$ cat src/rtl/irq_recog_pkg.sv
package irq_recog_pkg;

  typedef enum logic [1:0] {
    SEL_STATUS  = 2'd0,
    SEL_SAVED   = 2'd1,
    SEL_ENABLE  = 2'd2,
    SEL_PENDING = 2'd3
  } csr_sel_e;

  localparam int IE_BIT = 0;

  // Entry address of the handler for device idx
  function automatic logic [31:0] vec_addr(input logic [31:0] base,
                                           input logic [31:0] stride,
                                           input int unsigned idx);
    return base + stride * idx;
  endfunction

  // Status value after entry: global enable dropped, other bits kept
  function automatic logic [31:0] drop_ie(input logic [31:0] st);
    return st & ~(32'd1 << IE_BIT);
  endfunction

endpackage

$ cat src/rtl/irq_prio_pick.sv
module irq_prio_pick #(
  parameter int N   = 8,
  parameter int IDW = 3
) (
  input  logic [N-1:0]   pend,
  output logic           any,
  output logic [IDW-1:0] id
);
  logic [N:0]   seen;
  logic [N-1:0] onehot;

  assign seen[0] = 1'b0;

  generate
    for (genvar i = 0; i < N; i++) begin : g_chain
      assign onehot[i]  = pend[i] & ~seen[i];
      assign seen[i+1]  = seen[i] | pend[i];
    end
  endgenerate

  assign any = seen[N];

  always_comb begin
    id = '0;
    for (int i = 0; i < N; i++) begin
      if (onehot[i]) id = IDW'(i);
    end
  end
endmodule

$ cat src/rtl/irq_vec_table.sv
module irq_vec_table #(
  parameter int          N          = 8,
  parameter int          IDW        = 3,
  parameter int          AW         = 32,
  parameter logic [31:0] VEC_BASE   = 32'h100,
  parameter logic [31:0] VEC_STRIDE = 32'h20
) (
  input  logic [IDW-1:0] id,
  output logic [AW-1:0]  addr
);
  import irq_recog_pkg::*;

  logic [AW-1:0] tbl [N];

  generate
    for (genvar i = 0; i < N; i++) begin : g_vec
      assign tbl[i] = AW'(vec_addr(VEC_BASE, VEC_STRIDE, i));
    end
  endgenerate

  assign addr = tbl[id];
endmodule

$ cat src/rtl/irq_ctl_regs.sv
module irq_ctl_regs #(
  parameter int N_DEV = 8,
  parameter int DW    = 32,
  parameter int AW    = 32
) (
  input  logic             clk,
  input  logic             rst_n,
  input  logic             take,
  input  logic             rti,
  input  logic [AW-1:0]    pc_now,
  input  logic             wr_en,
  input  logic [1:0]       wr_sel,
  input  logic [DW-1:0]    wr_data,
  output logic [DW-1:0]    status_q,
  output logic [DW-1:0]    saved_q,
  output logic [N_DEV-1:0] enable_q,
  output logic [AW-1:0]    ret_q
);
  import irq_recog_pkg::*;

  logic wr_status, wr_saved, wr_enable;

  assign wr_status = wr_en && (csr_sel_e'(wr_sel) == SEL_STATUS);
  assign wr_saved  = wr_en && (csr_sel_e'(wr_sel) == SEL_SAVED);
  assign wr_enable = wr_en && (csr_sel_e'(wr_sel) == SEL_ENABLE);

  always_ff @(posedge clk or negedge rst_n) begin
    if (!rst_n) begin
      status_q <= '0;
      saved_q  <= '0;
      enable_q <= '0;
      ret_q    <= '0;
    end else begin
      // entry and return outrank software writes to the status pair
      if (take) begin
        saved_q  <= status_q;
        status_q <= DW'(drop_ie(32'(status_q)));
        ret_q    <= pc_now;
      end else if (rti) begin
        status_q <= saved_q;
      end else if (wr_status) begin
        status_q <= wr_data;
      end else if (wr_saved) begin
        saved_q  <= wr_data;
      end
      if (wr_enable) enable_q <= wr_data[N_DEV-1:0];
    end
  end
endmodule

$ cat src/rtl/irq_recog_unit.sv
module irq_recog_unit #(
  parameter int          N_DEV      = 8,
  parameter int          DW         = 32,
  parameter int          AW         = 32,
  parameter logic [31:0] VEC_BASE   = 32'h100,
  parameter logic [31:0] VEC_STRIDE = 32'h20,
  localparam int         IDW        = (N_DEV > 1) ? $clog2(N_DEV) : 1
) (
  input  logic             clk,
  input  logic             rst_n,
  input  logic [N_DEV-1:0] dev_req,
  input  logic [AW-1:0]    pc_now,
  input  logic             rti_pulse,
  input  logic             csr_we,
  input  logic [1:0]       csr_sel,
  input  logic [DW-1:0]    csr_wdata,
  output logic [DW-1:0]    csr_rdata,
  output logic             irq_take,
  output logic [IDW-1:0]   irq_id,
  output logic [AW-1:0]    handler_pc,
  output logic [AW-1:0]    resume_pc,
  output logic             glb_ie
);
  import irq_recog_pkg::*;

  logic [DW-1:0]    status_q, saved_q;
  logic [N_DEV-1:0] enable_q;
  logic [N_DEV-1:0] pend_w;
  logic             pend_any;
  logic             ie_w;
  logic             take_w;

  assign pend_w = dev_req & enable_q;
  assign ie_w   = status_q[IE_BIT];
  assign take_w = ie_w & pend_any & ~rti_pulse;

  irq_prio_pick #(.N(N_DEV), .IDW(IDW)) u_pick (
    .pend (pend_w),
    .any  (pend_any),
    .id   (irq_id)
  );

  irq_vec_table #(
    .N(N_DEV), .IDW(IDW), .AW(AW),
    .VEC_BASE(VEC_BASE), .VEC_STRIDE(VEC_STRIDE)
  ) u_vec (
    .id   (irq_id),
    .addr (handler_pc)
  );

  irq_ctl_regs #(.N_DEV(N_DEV), .DW(DW), .AW(AW)) u_regs (
    .clk      (clk),
    .rst_n    (rst_n),
    .take     (take_w),
    .rti      (rti_pulse),
    .pc_now   (pc_now),
    .wr_en    (csr_we),
    .wr_sel   (csr_sel),
    .wr_data  (csr_wdata),
    .status_q (status_q),
    .saved_q  (saved_q),
    .enable_q (enable_q),
    .ret_q    (resume_pc)
  );

  always_comb begin
    case (csr_sel_e'(csr_sel))
      SEL_STATUS: csr_rdata = status_q;
      SEL_SAVED:  csr_rdata = saved_q;
      SEL_ENABLE: csr_rdata = DW'(enable_q);
      default:    csr_rdata = DW'(pend_w);
    endcase
  end

  assign irq_take = take_w;
  assign glb_ie   = ie_w;
endmodule

$ cat config.mk
export PLATFORM = sky130hd
export DESIGN_NAME = irq_recog_unit
export DESIGN_NICKNAME = d
export VERILOG_FILES = /design/src/rtl/irq_recog_pkg.sv /design/src/rtl/irq_prio_pick.sv /design/src/rtl/irq_vec_table.sv /design/src/rtl/irq_ctl_regs.sv /design/src/rtl/irq_recog_unit.sv
export SDC_FILE = /design/constraint.sdc
export NUM_CORES = 1
export LEC_CHECK = 0
export CORE_UTILIZATION = 40
export CTS_CLUSTER_SIZE = 16
export DETAILED_ROUTE_END_ITERATION = 6
export GPL_TIMING_DRIVEN = 0
export PLACE_DENSITY_LB_ADDON = 0.2
export SLEW_MARGIN = 0
export SYNTH_ARGS = -nofsm -noshare
export SYNTH_HDL_FRONTEND = slang
export SYNTH_SLANG_ARGS = --single-unit
$ cat constraint.sdc
create_clock -name clk -period 3.09 [get_ports clk]
set_input_delay 0.618 -clock clk [delete_from_list [all_inputs] [get_ports clk]]
set_output_delay 0.618 -clock clk [all_outputs]
set_load 0.02 [all_outputs]
==> impl_metrics.toml <==
[route]
first_pass_iters = 4
vias = 4672
drt-initial-drc-count = 282
via_per_inst = 4.976
ant_nets = 0
remaining_drc_errors = 0
drt_wl_total_mm = 15.04
wire_per_inst_um = 16.01

[synth]
synthesis.area_um2 = 5394
yosysMostFrequentCell = "dfrtp_1"
synth.avg_cell_area_um2 = 9.413
ys_top_cells_by_count = "dfrtp_1, nand2_1, mux2i_1"
synth-edff-count = 0
synth_cell_type_count = 28
yosysTopAreaCell = "dfrtp_1"
syn_inst = 573
seq_area_frac_synth_pct = 48.25
ys_async_sr_fraction_pct = 100.0
synth_top_flop_cell = "dfrtp_1"
yosysWarnings = 0
synth_top_area_share_pct = 48.25
synth_area_leaders = "dfrtp_1, mux2i_1, nand2_1, buf_4, nor2_1"
synth-seq-cells = 104

[floorplanning]
fp.coreArea_um2 = 13190
die_x_um = 118.1
die_height_um = 118.1
die_area_um2 = 13950
initial_core_util_pct = 40.89
std_cell_rows = 42
ios = 179

[sta]
fin_skew_ns = 0.008105
min_period_ns = 3.091
maxSlewViolCount = 0
fin_crit_sh_pct = 100.0
layout_setup_ws_ns = -0.0008888
tightest_slew_ns = 0.8556
rsz0062_at_grt = "true"
hold_viol = 0
fmax_ghz = 0.3235
relSlewSlack_pct = 42.96
setup_viol = 1

[finish]
fin_util_pct = 56.91
fin_nets = 836
area_growth_pct = 39.16
drive_gt1_share_pct = 10.88
fillCellCount = 1185
design_area_um2 = 7506
diodes = 0
multiInputGateArea_um2 = 2477
fin_cells = 939
seq_area_um2 = 2603

[global_routing]
grt_use_total_pct = 22.00
grt_remaining_overflow = 0
use_met1_pct = 26.85
grt_pass1_vias = 4762
busiest_layer = "met2"
groute.layer.met3.usage_pct = 6.638
antenna_found_initial = 0
grt_max_degree = 73
grt_first_pass_wirelength_mm = 24.31
use_met2_pct = 37.10

[power]
p_per_area_nw_per_um2 = 814.2
leakagePower_nw = 3.443
irDropWorstVdd_uv = 494.8

[cts]
cts_root_buffer = "clkbuf_16"
h-tree-depth = 3
clock-sinks = 104
cts_tree = "done"
clkLatencyLatePin_ns = 0.34
clk_path_buf_depth = 2
numCtsBuffers = 9
path_clk_slew_ns = 0.07

[setup_path]
critPathLaunchType = "primary input"
r2r-end = "u_regs.status_q[1]"
worst-r2r-setup-slack_ns = 0.85
crit_type = "primary input to output port"
crit_path_end_kind = "output port"
r2r_start = "u_regs.enable_q[1]"
critPathRequiredTime_ns = 2.47
worstPathMaxFanout = 12
cp_data_arrival_time_ns = 2.47
crit_chain = "clkdlybuf4s50_1 -> a22o_1 -> o41ai_4 -> inv_4 -> clkbuf_8 -> clkdlybuf4s15_2"
critPathMaxStageDelay_ns = 0.50
r2r_cells = 6
crit_slowest_cell = "o41ai_4"

[placed_design]
io_buffers = 146
gp_congestion = 0.8026
place_area_um2 = 7202
dp_hpwl_mm = 10.90
dp_cells = 923

[status]
violations = "setup timing"
outcome = "finished, violations left"

[run]
drv_cap = 0

[worst_hold_path]
min_path_type = "primary input to asynchronous set/reset pin"
[metal layers]
layer	share of wire [%]	vias to the layer above	wire [µm]
met5	0	-	0
met4	1.3	0	202
met3	7.8	15	1178
met2	49	152	7301
met1	42	2247	6357
li1	-	2258	-
[worst max-delay path by stage]
stage          depth (start not counted)       start          endpoint  slack [ns]
2_1_floorplan                          6   rti_pulse          irq_take        0.64
3_3_place_gp                           1       rst_n  u_regs.ret_q[17]       -2.58
3_5_place_dp                           7  dev_req[1]          irq_take       -0.70
4_1_cts                                7  dev_req[1]         irq_id[0]        0.01
5_1_grt                                6  dev_req[1]          irq_take       -0.07
6_report                               6  dev_req[1]          irq_take     -0.0009
[through the flow]
step	setup TNS, ns	setup WS [ns]	hold WS [ns]	total power [mW]
2_1_floorplan	0	0.6429	0.3224	3.820
3_3_place_gp	-276.19	-2.581	0.4566	4.929
3_5_place_dp	-8.811	-0.6966	0.4628	5.017
4_1_cts	0	0.01073	0.2399	6.147
5_1_grt	-0.06696	-0.06696	0.2581	6.497
6_report	-0.0008888	-0.0008888	0.2346	6.111
[report_power, final]
part / internal [mW] / total, mW / switching, mW
registers: 1.96 / 2.39 / 0.431
logic: 1.23 / 2.62 / 1.39
clock network: 0.625 / 1.10 / 0.475
[critical path, delay by kind of cell]
kind | cells | cell delay [ns]
buf+inv | 4 | 1.06
compound gates | 2 | 0.79
[what timing repair did]
item,4_1_cts,5_1_grt
hold buffers,0,0
endpoints found under the setup margin,30,9
gates cloned,0,0
pin swaps,1,1
resized for setup,14,9
buffers inserted,1,0
[layout make-up]
type                            instances  area share (%)
Multi-Input combinational cell        421           33.01
Timing Repair Buffer                  148           19.85
Sequential cell                       104           34.67
Inverter                                3          0.1834
Clock inverter                          4          0.6001
Tap cell                              176           2.934
Clock buffer                           12           3.151
Buffer                                 71           5.601
[registers in the layout, indices dropped and copies added (netlist names)]
signal           cells
u_regs.enable_q      8
u_regs.ret_q        32
u_regs.saved_q      32
u_regs.status_q     32
[cell families after synthesis]
logic type / Yosys count / share of synthesized area [%]
other cells: 2 / 0.1392
mux: 103 / 19.30
flops: 104 / 48.25
simple gates: 167 / 12.11
buf+inv: 75 / 7.701
compound gates: 122 / 12.50
[placed cells by master (no fill, tap or decap), types with 2 or more instances in the layout]
cell	n
mux2_2	8
clkinv_2	3
o21ai_1	33
inv_1	2
clkdlybuf4s50_1	140
clkbuf_1	22
a22o_1	4
dlygate4sd2_1	2
dfrtp_1	104
a21oi_1	42
clkbuf_16	9
nand2_1	99
nor2_1	59
buf_4	34
a32oi_1	2
clkbuf_2	9
or2_2	3
buf_2	11
o22ai_1	8
o21ai_0	29
nor2b_1	2
mux2i_1	95
conb_1	29
Note: power is estimated with default switching activity, not from simulation.
